==> src/rtl/refresh_pkg.sv <==
package refresh_pkg;

    typedef enum logic {
        MODE_STEAL  = 1'b0,
        MODE_HIDDEN = 1'b1
    } ref_mode_e;

    // Plan for one CPU slot, fixed at the boundary that opens it.
    typedef struct packed {
        logic refresh;
        logic stall;
    } slot_plan_t;

    // True when phase p lies inside the inclusive window [lo, hi].
    function automatic logic in_window(input int p, input int lo, input int hi);
        return (p >= lo) && (p <= hi);
    endfunction

    // Decide whether the coming slot is a refresh slot.
    function automatic logic want_refresh(input ref_mode_e mode,
                                          input logic      internal_op,
                                          input int        since_ref,
                                          input int        interval,
                                          input int        hide_min);
        logic forced;
        logic hidden;
        forced = (since_ref >= interval - 1);
        hidden = (mode == MODE_HIDDEN) && internal_op && (since_ref >= hide_min);
        return forced || hidden;
    endfunction

endpackage

==> src/rtl/slot_timer.sv <==
module slot_timer #(
    parameter int SLOT_CLKS = 5,
    localparam int PW = (SLOT_CLKS > 1) ? $clog2(SLOT_CLKS) : 1
) (
    input  logic          clk,
    input  logic          rst,
    output logic [PW-1:0] phase_q,
    output logic [PW-1:0] phase_next,
    output logic          boundary
);
    localparam logic [PW-1:0] LAST = PW'(SLOT_CLKS - 1);

    assign boundary   = (phase_q == LAST);
    assign phase_next = boundary ? '0 : phase_q + 1'b1;

    always_ff @(posedge clk) begin
        if (rst) phase_q <= '0;
        else     phase_q <= phase_next;
    end

    // a slot wraps after its last clock
    a_r1_slot_wrap: assert property (@(posedge clk) disable iff (rst)
        (phase_q == LAST) |=> (phase_q == '0));

    // the phase never leaves the slot range
    a_r1_phase_range: assert property (@(posedge clk) disable iff (rst)
        phase_q <= LAST);

endmodule

==> src/rtl/refresh_sched.sv <==
module refresh_sched
    import refresh_pkg::*;
#(
    parameter int REF_INTERVAL = 10,
    parameter int HIDE_MIN     = 5,
    localparam int CW = $clog2(REF_INTERVAL + 1)
) (
    input  logic       clk,
    input  logic       rst,
    input  logic       boundary,
    input  ref_mode_e  mode,
    input  logic       cpu_internal,
    input  logic       cpu_mem_req,
    output slot_plan_t plan_q
);
    logic [CW-1:0] since_q;
    slot_plan_t    plan_d;

    always_comb begin
        plan_d.refresh = want_refresh(mode, cpu_internal, int'(since_q),
                                      REF_INTERVAL, HIDE_MIN);
        plan_d.stall   = plan_d.refresh && cpu_mem_req && !cpu_internal;
    end

    always_ff @(posedge clk) begin
        if (rst) begin
            since_q <= '0;
            plan_q  <= '0;
        end else if (boundary) begin
            plan_q  <= plan_d;
            since_q <= plan_d.refresh ? '0 : since_q + 1'b1;
        end
    end

    // the count of slots without refresh stays below the interval
    a_r10_gap_bound: assert property (@(posedge clk) disable iff (rst)
        int'(since_q) < REF_INTERVAL);

    // the plan only changes at slot boundaries
    a_r8_plan_held: assert property (@(posedge clk) disable iff (rst)
        !boundary |=> $stable(plan_q));

    // an internal slot is never stalled
    a_r6_internal_free: assert property (@(posedge clk) disable iff (rst)
        (boundary && cpu_internal) |=> !plan_q.stall);

    // a stall only accompanies a refresh slot
    a_r6_stall_in_ref: assert property (@(posedge clk) disable iff (rst)
        plan_q.stall |-> plan_q.refresh);

endmodule

==> src/rtl/strobe_gen.sv <==
module strobe_gen
    import refresh_pkg::*;
#(
    parameter int SLOT_CLKS = 5,
    parameter int CAS_LEAD  = 1,
    parameter int RAS_CLKS  = 2,
    localparam int PW     = (SLOT_CLKS > 1) ? $clog2(SLOT_CLKS) : 1,
    localparam int CAS_LO = 1,
    localparam int RAS_LO = CAS_LO + CAS_LEAD,
    localparam int RAS_HI = RAS_LO + RAS_CLKS - 1,
    localparam int CAS_HI = RAS_HI
) (
    input  logic          clk,
    input  logic          rst,
    input  logic [PW-1:0] phase_next,
    input  logic          refresh,
    output logic          ras_n,
    output logic          cas_n
);
    // Strobes are registered: they follow the phase the slot enters next.
    // The plan changes only when phase_next is 0, which lies outside both windows.
    always_ff @(posedge clk) begin
        if (rst) begin
            ras_n <= 1'b1;
            cas_n <= 1'b1;
        end else begin
            cas_n <= !(refresh && in_window(int'(phase_next), CAS_LO, CAS_HI));
            ras_n <= !(refresh && in_window(int'(phase_next), RAS_LO, RAS_HI));
        end
    end

    // RAS falls only after CAS is already low
    a_r3_cas_first: assert property (@(posedge clk) disable iff (rst)
        $fell(ras_n) |-> !$past(cas_n));

    // RAS is never low without CAS
    a_r3_ras_inside_cas: assert property (@(posedge clk) disable iff (rst)
        !ras_n |-> !cas_n);

    // both strobes are idle outside refresh slots
    a_r3_idle_high: assert property (@(posedge clk) disable iff (rst)
        !refresh |-> (ras_n && cas_n));

endmodule

==> src/rtl/dram_refresh_ctrl.sv <==
module dram_refresh_ctrl
    import refresh_pkg::*;
#(
    parameter int SLOT_CLKS    = 5,
    parameter int REF_INTERVAL = 10,
    parameter int HIDE_MIN     = 5,
    parameter int CAS_LEAD     = 1,
    parameter int RAS_CLKS     = 2
) (
    input  logic clk,
    input  logic rst,
    input  logic mode_hidden,
    input  logic cpu_internal,
    input  logic cpu_mem_req,
    output logic cpu_ce,
    output logic cpu_stall,
    output logic ras_n,
    output logic cas_n,
    output logic ref_busy
);
    localparam int PW = (SLOT_CLKS > 1) ? $clog2(SLOT_CLKS) : 1;

    logic [PW-1:0] phase_q;
    logic [PW-1:0] phase_next;
    logic          boundary;
    slot_plan_t    plan;
    ref_mode_e     mode;

    assign mode = mode_hidden ? MODE_HIDDEN : MODE_STEAL;

    slot_timer #(.SLOT_CLKS(SLOT_CLKS)) u_timer (
        .clk        (clk),
        .rst        (rst),
        .phase_q    (phase_q),
        .phase_next (phase_next),
        .boundary   (boundary)
    );

    refresh_sched #(.REF_INTERVAL(REF_INTERVAL), .HIDE_MIN(HIDE_MIN)) u_sched (
        .clk          (clk),
        .rst          (rst),
        .boundary     (boundary),
        .mode         (mode),
        .cpu_internal (cpu_internal),
        .cpu_mem_req  (cpu_mem_req),
        .plan_q       (plan)
    );

    strobe_gen #(.SLOT_CLKS(SLOT_CLKS), .CAS_LEAD(CAS_LEAD), .RAS_CLKS(RAS_CLKS)) u_strobe (
        .clk        (clk),
        .rst        (rst),
        .phase_next (phase_next),
        .refresh    (plan.refresh),
        .ras_n      (ras_n),
        .cas_n      (cas_n)
    );

    assign cpu_ce    = boundary && !plan.stall && !rst;
    assign cpu_stall = plan.stall;
    assign ref_busy  = plan.refresh;

    // reset leaves the strobes idle on the next clock
    a_r7_reset_idle: assert property (@(posedge clk)
        rst |=> (ras_n && cas_n && !ref_busy && !cpu_stall));

    // a stalled slot gives the CPU no clock enable
    a_r1_no_ce_when_stalled: assert property (@(posedge clk) disable iff (rst)
        cpu_stall |-> !cpu_ce);

endmodule

==> config.mk <==
export PLATFORM = sky130hd
export DESIGN_NAME = dram_refresh_ctrl
export DESIGN_NICKNAME = d
export VERILOG_FILES = /design/src/rtl/refresh_pkg.sv /design/src/rtl/slot_timer.sv /design/src/rtl/refresh_sched.sv /design/src/rtl/strobe_gen.sv /design/src/rtl/dram_refresh_ctrl.sv
export SDC_FILE = /design/constraint.sdc
export NUM_CORES = 1
export LEC_CHECK = 0
export ABC_AREA = 1
export BUFFER_PORTS_ARGS = -buffer_cell sky130_fd_sc_hd__clkbuf_2
export CAP_MARGIN = 30
export CORE_AREA = 4 4 45 47
export DETAILED_ROUTE_END_ITERATION = 8
export DIE_AREA = 0 0 49 51
export MAX_ROUTING_LAYER = met4
export PLACE_DENSITY_LB_ADDON = 0.25
export SLEW_MARGIN = 20
export SYNTH_ARGS = -nofsm -noshare
export SYNTH_HDL_FRONTEND = slang
export SYNTH_HIERARCHICAL = 1
export SYNTH_SLANG_ARGS = --single-unit
==> constraint.sdc <==
create_clock -name clk -period 1.7 [get_ports clk]
set_input_delay 0.085 -clock clk [delete_from_list [all_inputs] [get_ports clk]]
set_output_delay 0.085 -clock clk [all_outputs]
set_load 0.01 [all_outputs]
==> impl_metrics.csv, run 1 <==
group,metric,value,unit
clock_network,numCtsBuffers,3,
synthesis,avgSynthCellArea,7.51,sq um
grt,grt_pass1_vias,447,
die,die_h,51,microns
flow_run,cap_violations,0,
clock_network,clk_path_buf_depth,2,
pwr,pwr-share-comb,14.4,%
timing,clock.fmax,0.711,GHz
timing,finalClockSkew,0.00136,ns
clock_network,postCtsSetupBuffers,0,
pwr,power,0.523,mW
final_layout,layout-drive-gt1-share,30.8,%
clock_network,clk_pin_slew,0.07,ns
pwr,swShare,26.0,%
drt,drcViolationCount,0,
die,die-width,49,microns
synthesis,postSynthCellCount,78,
critical_path,crit_start,"u_timer/phase_q[0]",
clock_network,insertion_delay,0.26,ns
grt,top_usage_layer,"met2",
final_layout,fin_nets,102,
critical_path,r2r_start,"u_timer/phase_q[0]",
synthesis,async_flop_share,0,%
die,start_util,35.5,%
timing,setup_viol,0,
synthesis,ys_seq_area_share,37.6,%
final_layout,multi_input_area,302,sq um
critical_path,cp.required,1.62,ns
synthesis,synth_top_family_by_area,"simple AND/OR/NAND/NOR gates",
die,ios,10,
timing,setup_tns,0,ns
clock_network,holdBufCountCts,0,
grt,use_met3,4.96,%
worst_hold_path,hold_class,"input port to register",
synthesis,yosysUniqueCellTypes,15,
pwr,internal-power,0.387,mW
synthesis,synthMuxAreaShare,0,%
synthesis,ys_ff_latch,11,
die,core_region_area,0.00165,sq mm
final_layout,seqCellArea,220,sq um
critical_path,worstReg2RegEnd,"u_sched/since_q[3]",
critical_path,crit_type,"register to primary output",
grt,grt_pass1_wl,1830,microns
timing,worst_slew_pin_slew,0.221,ns
drt,drt_iter0_markers,3,
synthesis,synthTopCellsByCount,"inv_1 (15), nand2_1 (15), dfxtp_1 (11), nor2_1 (10), ha_1 (5)",
timing,hold_viol_final,0,
synthesis,synth-xor-area-share,2.99,%
timing,slew_headroom,85.2,%
drt,wl_per_cell,8.93,microns
placed_design,gp_congestion,0.763,
grt,gr-usage-met1,10.9,%
clock_network,htreeDepth,1,
timing,min_period_over_period,82.8,%
critical_path,worstSetupEndpoint,"cpu_ce",
critical_path,ff2ff_path_depth,9,
pwr,pwr-share-clk,33.0,%
timing,drv_slew,0,
grt,grt.overflow.total,0,
die,rows,15,
drt,wirelength,964,microns
drt,ant_nets,0,
timing,period_minus_slack,1.41,ns
clock_network,cts_tree,"built",
pwr,switching_power,0.136,mW
final_layout,fillers,178,
pwr,irDropWorstVdd,532,uV
synthesis,synth_warnings,6,
clock_network,root_buffer,"clkbuf_4",
final_layout,insertedDiodeCount,0,
synthesis,synthesis.area,586,sq um
drt,first_pass_iters,4,
synthesis,mappedNetlistNets,88,
critical_path,crit_arrival,1.32,ns
critical_path,startpoint_type,"register",
grt,grt_antenna_before_repair,0,
synthesis,synth-edff-count,0,
die,die_area,0.00250,sq mm
final_layout,area_growth,15.8,%
synthesis,synth_top_area_cell,"dfxtp_1",
synthesis,synth_fa_ha_area_share,10.7,%
pwr,pwr-share-seq,52.7,%
timing,rsz0062_at_grt,"false",
placed_design,dpl.hpwl,787,microns
pwr,static-leakage-power,0.324,nW
clock_network,clock_sinks,11,
synthesis,synth_ff_type,"dfxtp_1",
placed_design,port_buffers,9,
grt,grt.total_usage,9.52,%
outcome,status,"finished, final reports clean",
synthesis,synth_area_leaders,"dfxtp_1 (38%), ha_1 (11%), inv_1 (9.6%)",
grt,met2_usage,14.6,%
grt,grt_max_degree,9,
placed_design,pre_cts_ws,0.298,ns
pwr,powerDensity,771,mW/mm^2
drt,viasPerCell,4.29,
drt,vias,463,
synthesis,synth_top_area_share,37.6,%
critical_path,cp_max_fo,8,
critical_path,endpoint_kind,"primary output",
timing,worst_slack,0.293,ns
critical_path,r2r_slack,0.30,ns
clock_network,cts_resized,0,
synthesis,synth-simple-area-share,34.0,%
timing,whs,0.100,ns
synthesis,synth_compound_area_share,3.85,%
==> cell type report <==
cell class,instances,area share [%]
multi-input cells,50,44.5
inverters,17,9.41
clock buffers,4,3.87
repair buffers,9,6.64
well taps,17,3.14
flip-flops and latches,11,32.5
==> sequential cells by signal, indices dropped and copies added (netlist names) <==
signal and count:
u_sched/since_q 4, u_sched/plan_q 2, u_strobe/cas_n 1, u_strobe/ras_n 1, u_timer/phase_q 3
==> through the flow <==
step                std cells  cell area [sq um]  util, %
finish                    108                678     41.1
global route              108                678     41.1
CTS                       108                678     41.1
detailed placement        104                652     39.5
global placement          104                652     39.5
floorplan                  78                586        -
==> worst max-delay path, cell delays in order, from the launching register on <==
cell	delay (ns)
dfxtp_1	0.40
inv_1	0.06
ha_1	0.20
nand2_2	0.08
inv_2	0.08
nand2_1	0.09
nor2_2	0.03
clkbuf_2	0.12
==> power by group through the flow <==
stage          logic [mW]  registers [mW]  clock network (mW)
5_1_grt            0.0892           0.276               0.197
3_5_place_dp       0.0762           0.282                   0
2_1_floorplan      0.0576           0.280                   0
3_3_place_gp       0.0749           0.281                   0
4_1_cts            0.0767           0.275               0.184
6_report           0.0751           0.275               0.172
==> worst min path at each step <==
stage / end / slack, ns / from / cells after the start
floorplan: u_sched/plan_q[0] / 0.15 / rst / 1
global placement: u_sched/plan_q[0] / 0.38 / cpu_internal / 4
detailed placement: u_sched/plan_q[0] / 0.38 / cpu_internal / 4
CTS: u_sched/plan_q[0] / 0.09 / cpu_internal / 4
global route: u_sched/plan_q[0] / 0.11 / cpu_internal / 4
finish: u_sched/plan_q[0] / 0.10 / cpu_internal / 4
==> per-layer routing <==
layer	wire [microns]	share of wire (%)
met5	0	0
met4	7	0.73
met3	42	4.4
met2	454	47
met1	459	48
==> cell families after synthesis <==
group                    Yosys count
AND/OR/NAND/NOR                   40
AO/OA/AOI/OAI                      3
flip-flops                        11
buffers and inverters             17
XOR/XNOR                           2
adder cells (fa/ha/maj)            5
==> cell usage in the layout, fill, tap and decap left out, drive strengths merged <==
cell	instances
nor2	14
clkbuf	13
nand3	3
nor3	4
inv	17
xor2	2
o21ai	1
ha	5
dfxtp	11
nand2	19
a21oi	2
No activity file was read; power rests on OpenSTA's default activity.
==> inputs of run 2 (changes only) <==
==> constraint.sdc (replaced) <==
create_clock -name clk -period 1.35 [get_ports clk]
set_input_delay 0.0675 -clock clk [delete_from_list [all_inputs] [get_ports clk]]
set_output_delay 0.0675 -clock clk [all_outputs]
set_load 0.01 [all_outputs]
==> run 2 against run 1 <==
- first-iteration DRC count increased by 100%
- register-to-register slack worse by 0.24 ns
- clock skew up 0.011 ns
- wire length grew 14%
- die area stayed put
- non-clock buffer count increased by 4
- critical path depth increased by 2
==> impl_metrics.csv, run 2 (synthesized netlist as in run 1, its figures left out) <==
group,metric,value,unit
timing,worst_slew_pin_slew,0.230,ns
final_layout,reg_top3,"u_sched/since_q x4, u_timer/phase_q x3, u_sched/plan_q x2",
clock_network,clk_path_buf_depth,2,
final_layout,final_common_cell,"nand2_1",
outcome,status,"finished, final reports clean",
final_layout,layout_common_cells,"nand2_1 (14), inv_1 (12), dfxtp_1 (9)",
clock_network,cts_tree,"built",
grt,met2_usage,16.1,%
pwr,powerDensity,948,mW/mm^2
grt,grt_max_degree,9,
placed_design,gp_congestion,0.805,
final_layout,area_growth,27.8,%
drt,drcViolationCount,0,
clock_network,insertion_delay,0.27,ns
clock_network,root_buffer,"clkbuf_4",
pwr,power,0.709,mW
grt,grt.overflow.total,0,
critical_path,endpoint_kind,"register",
timing,worst_slack,0.0580,ns
timing,finalClockSkew,0.0122,ns
critical_path,crit_type,"register to register",
die,rows,15,
timing,period_minus_slack,1.29,ns
final_layout,largest_reg_flops,4,
drt,ant_nets,0,
drt,vias,488,
die,die-width,49,microns
drt,drt_iter0_markers,6,
timing,min_period_over_period,95.7,%
drt,first_pass_iters,4,
grt,top_usage_layer,"met2",
pwr,static-leakage-power,0.354,nW
grt,grt_antenna_before_repair,0,
placed_design,port_buffers,9,
placed_design,dpl.hpwl,791,microns
clock_network,clk_pin_slew,0.08,ns
critical_path,cp_max_fo,5,
critical_path,cp.required,1.50,ns
grt,grt.total_usage,10.4,%
critical_path,startpoint_type,"register",
timing,hold_viol_final,0,
final_layout,insertedDiodeCount,0,
flow_run,cap_violations,0,
drt,wirelength,1100,microns
pwr,irDropWorstVdd,417,uV
drt,viasPerCell,4.36,
placed_design,pre_cts_ws,0.101,ns
clock_network,numCtsBuffers,3,
final_layout,layout-drive-gt1-share,44.2,%
timing,clock.fmax,0.774,GHz
final_layout,final_util,45.3,%
drt,wl_per_cell,9.79,microns
final_layout,top_register,"u_sched/since_q",
grt,grt_pass1_wl,1920,microns
final_layout,fin_nets,106,
timing,drv_slew,0,
die,ios,10,
die,die_area,0.00250,sq mm
timing,slew_headroom,84.7,%
grt,grt_pass1_vias,469,
timing,setup_viol,0,
worst_hold_path,hold_class,"input port to register",
grt,gr-usage-met1,11.5,%
critical_path,crit_arrival,1.44,ns
final_layout,fin_cells,112,
clock_network,holdBufCountCts,0,
die,die_h,51,microns
grt,use_met3,3.50,%
placed_design,placed_cells,107,
clock_network,clock_sinks,11,
die,core_region_area,0.00165,sq mm
clock_network,htreeDepth,1,
die,start_util,35.5,%
## run 2: metal layers
| metal | share of wire [%] | routed length, microns |
|---|---|---|
| met4 | 1.3 | 14 |
| met2 | 51 | 554 |
| met3 | 4.0 | 44 |
| met5 | 0 | 0 |
| met1 | 44 | 483 |
## run 2: stage by stage
step	area, sq um	hold slack (ns)	TNS, ns
2_1_floorplan	586	0.130	0
3_3_place_gp	674	0.367	0
3_5_place_dp	674	0.362	0
4_1_cts	727	0.0689	0
5_1_grt	748	0.0855	-0.0131
6_report	748	0.0701	0
## run 2: report_power, final
group	total [mW]	internal, mW	switching [mW]
logic	0.135	0.0581	0.0768
clock network	0.226	0.114	0.112
registers	0.348	0.338	0.00988
## run 2: area by class of cell
type	instances	area, sq um
well taps	17	21.3
clock buffers	4	26.3
multi-input cells	50	337
repair buffers	13	75.1
fillers	184	903
flip-flops and latches	11	223
inverters	17	66.3
## run 2: worst paths after layout
path                                    startpoint            endpoint  cells after the start  slack [ns]
worst max-delay path            u_timer/phase_q[1]  u_sched/since_q[1]                      9        0.06
worst min-delay path                  cpu_internal   u_sched/plan_q[0]                      4        0.07
worst max register to register  u_timer/phase_q[1]  u_sched/since_q[1]                      9        0.06
worst min register to register   u_sched/plan_q[0]   u_sched/plan_q[0]                      2        0.50
## run 2: what timing repair did
item / 4_1_cts / 5_1_grt
setup buffers: 2 / 0
pin swaps: 1 / 3
gates resized for setup: 5 / 11
setup endpoints to repair: 1 / 6
## run 2: worst max-delay path, stage by stage (launching register included)
cell     delay (ns)
dfxtp_2        0.33
inv_2          0.07
ha_4           0.14
nand2_4        0.05
inv_4          0.06
buf_4          0.12
inv_2          0.05
buf_4          0.14
o21ai_0        0.15
nor2_1         0.07
==> inputs of run 3 (changes only) <==
--- a/config.mk
+++ b/config.mk
@@ -5,12 +5,11 @@
 export SDC_FILE = /design/constraint.sdc
 export NUM_CORES = 1
 export LEC_CHECK = 0
-export ABC_AREA = 1
 export BUFFER_PORTS_ARGS = -buffer_cell sky130_fd_sc_hd__clkbuf_2
 export CAP_MARGIN = 30
-export CORE_AREA = 4 4 45 47
+export CORE_AREA = 4 4 46 48
 export DETAILED_ROUTE_END_ITERATION = 8
-export DIE_AREA = 0 0 49 51
+export DIE_AREA = 0 0 50 52
 export MAX_ROUTING_LAYER = met4
 export PLACE_DENSITY_LB_ADDON = 0.25
 export SLEW_MARGIN = 20
==> run 3 against run 2 <==
- largest cell class unchanged
- hold slack better by 0.0022 ns
- final cell count shrank 6.3%
- critical endpoint is now u_strobe/cas_n
- non-clock buffer count up 3
- clock power is essentially flat
- register-to-register slack got worse by 0.03 ns
==> impl_metrics.csv, run 3 <==
group,metric,value,unit
grt,grt_antenna_before_repair,0,
placed_design,gp_congestion,0.737,
final_layout,fin_nets,91,
pwr,swShare,26.4,%
critical_path,cp.required,1.50,ns
pwr,irDropWorstVdd,499,uV
final_layout,top_register,"u_sched/since_q",
synthesis,ys_ff_latch,11,
critical_path,endpoint_kind,"register",
timing,worst_slew_pin_slew,0.323,ns
pwr,static-leakage-power,0.303,nW
grt,grt.overflow.total,0,
clock_network,numCtsBuffers,3,
final_layout,final_common_cell,"clkbuf_2",
clock_network,clk_pin_slew,0.07,ns
placed_design,port_buffers,9,
critical_path,crit_arrival,1.47,ns
drt,drcViolationCount,0,
pwr,pwr-share-seq,49.0,%
drt,wirelength,1220,microns
final_layout,largest_reg_flops,4,
die,die_area,0.00260,sq mm
drt,first_pass_iters,3,
synthesis,synth_warnings,6,
timing,clock.fmax,0.756,GHz
drt,vias,487,
final_layout,insertedDiodeCount,0,
grt,grt_pass1_wl,1970,microns
synthesis,synth-edff-count,0,
pwr,powerDensity,895,mW/mm^2
synthesis,synth_ff_type,"dfxtp_1",
synthesis,synth_top_area_share,37.0,%
synthesis,synth_fa_ha_area_share,10.5,%
timing,slew_headroom,78.5,%
placed_design,dpl.hpwl,763,microns
pwr,switching_power,0.189,mW
grt,grt_pass1_vias,460,
critical_path,cp_max_fo,3,
timing,drv_slew,0,
die,ios,10,
pwr,pwr-share-clk,31.3,%
timing,hold_viol_final,0,
synthesis,synthMuxAreaShare,0,%
drt,ant_nets,0,
timing,rsz0062_at_grt,"true",
critical_path,startpoint_type,"register",
clock_network,clk_path_buf_depth,2,
synthesis,synth_top_family_by_area,"simple AND/OR/NAND/NOR gates",
timing,min_period_over_period,98.0,%
synthesis,synthTopCellsByCount,"dfxtp_1 (11), inv_1 (6), ha_1 (5), nand2b_1 (4)",
final_layout,layout-drive-gt1-share,50.0,%
synthesis,yosysUniqueCellTypes,30,
synthesis,postSynthCellCount,61,
synthesis,avgSynthCellArea,9.76,sq um
synthesis,synth-simple-area-share,26.9,%
synthesis,synth_area_leaders,"dfxtp_1 (37%), ha_1 (11%), nand2b_1 (4.2%)",
final_layout,postLayoutCellArea,802,sq um
final_layout,reg_top3,"u_sched/since_q x4, u_timer/phase_q x3, u_sched/plan_q x2",
final_layout,layout_common_cells,"clkbuf_2 (8), dfxtp_1 (7), buf_4 (6)",
placed_design,placed_area,674,sq um
drt,wl_per_cell,11.7,microns
clock_network,htreeDepth,1,
synthesis,synthesis.area,596,sq um
drt,viasPerCell,4.64,
final_layout,area_growth,34.7,%
timing,setup_viol,0,
synthesis,synth_top_area_cell,"dfxtp_1",
clock_network,insertion_delay,0.27,ns
worst_hold_path,hold_class,"input port to register",
synthesis,synth.most_common_cell,"dfxtp_1",
timing,finalClockSkew,0.00387,ns
synthesis,ys_seq_area_share,37.0,%
synthesis,synth-xor-area-share,0,%
flow_run,cap_violations,0,
clock_network,clock_sinks,11,
timing,period_minus_slack,1.32,ns
outcome,status,"finished, final reports clean",
synthesis,async_flop_share,0,%
clock_network,root_buffer,"clkbuf_4",
pwr,pwr-share-comb,19.6,%
die,start_util,34.9,%
timing,setup_tns,0,ns
synthesis,mappedNetlistNets,71,
grt,grt.total_usage,10.6,%
pwr,internal-power,0.529,mW
clock_network,cts_tree,"built",
drt,drt_iter0_markers,6,
grt,grt_max_degree,15,
synthesis,synth_compound_area_share,21.0,%
die,rows,15,
die,die_h,52,microns
critical_path,crit_type,"register to register",
die,die-width,50,microns
die,core_region_area,0.00171,sq mm
==> run 3: cell types whose count changed after synthesis, moves of 3 or more <==
cell and delta:
nor2_1 -8, inv_1 -9, nor2_2 -4, nand2_1 -14
nand2b_1 +4, nor3_2 -3, nand2_2 -4
==> run 3: logic make-up (layout without fill, tap and decap cells) <==
kind of cell | Yosys count | count (layout)
buf+inv | 7 | 26
flops | 11 | 11
simple gates | 22 | 22
fa+ha+maj | 5 | 5
compound gates | 16 | 16
==> run 3: what timing repair did <==
action / 4_1_cts / 5_1_grt
endpoints found under the setup margin: 1 / 9
pin swaps: 0 / 5
buffers inserted: 3 / 3
resized for setup: 2 / 17
hold buffers: 0 / 0
==> run 3: worst paths after layout <==
check	cells past startpoint	start	endpoint	slack, ns
setup reg to reg	6	u_timer/phase_q[0]	u_strobe/cas_n	0.03
hold reg to reg	2	u_sched/plan_q[0]	u_sched/plan_q[0]	0.51
setup / recovery	6	u_timer/phase_q[0]	u_strobe/cas_n	0.03
hold / removal	3	cpu_mem_req	u_sched/plan_q[0]	0.07
==> run 3: metrics by stage <==
stage	std cells	util, %	hold WS [ns]	power [mW]	setup WS (ns)
3_5_place_dp	95	39.5	0.360	0.457	0.0234
2_1_floorplan	61	-	0.132	0.425	0.0254
6_report	105	47.0	0.0723	0.718	0.0267
3_3_place_gp	95	39.5	0.348	0.456	0.0332
4_1_cts	102	42.6	0.0606	0.695	0.00654
5_1_grt	105	47.0	0.0838	0.771	-0.0423
==> run 3: worst max-delay path: stages (launching register included) <==
cell      delay [ns]
dfxtp_2         0.33
buf_4           0.14
ha_1            0.21
nand2b_1        0.11
o21ai_1         0.10
nor3b_2         0.22
o21ai_1         0.10
==> run 3: final cells by class <==
type	instances	area [sq um]
Fill cell	178	906
Multi-Input combinational cell	43	389
Sequential cell	11	228
Timing Repair Buffer	16	105
Tap cell	25	31.3
Clock buffer	4	26.3
Inverter	6	22.5
==> run 3: metal layers <==
metal  global-route usage (%)  wire, microns  vias up
li1                         -              -      256
met1                     12.3            578      219
met2                     15.7            565       10
met3                     5.16             64        2
met4                     4.15             16        0
met5                        -              0        -
==> run 3: power groups by stage <==
| stage | clock, mW | combinational [mW] | sequential, mW |
|---|---|---|---|
| 4_1_cts | 0.236 | 0.109 | 0.350 |
| 5_1_grt | 0.260 | 0.157 | 0.354 |
| 6_report | 0.225 | 0.141 | 0.352 |
| 3_5_place_dp | 0 | 0.0991 | 0.358 |
| 3_3_place_gp | 0 | 0.0977 | 0.358 |
| 2_1_floorplan | 0 | 0.0681 | 0.357 |
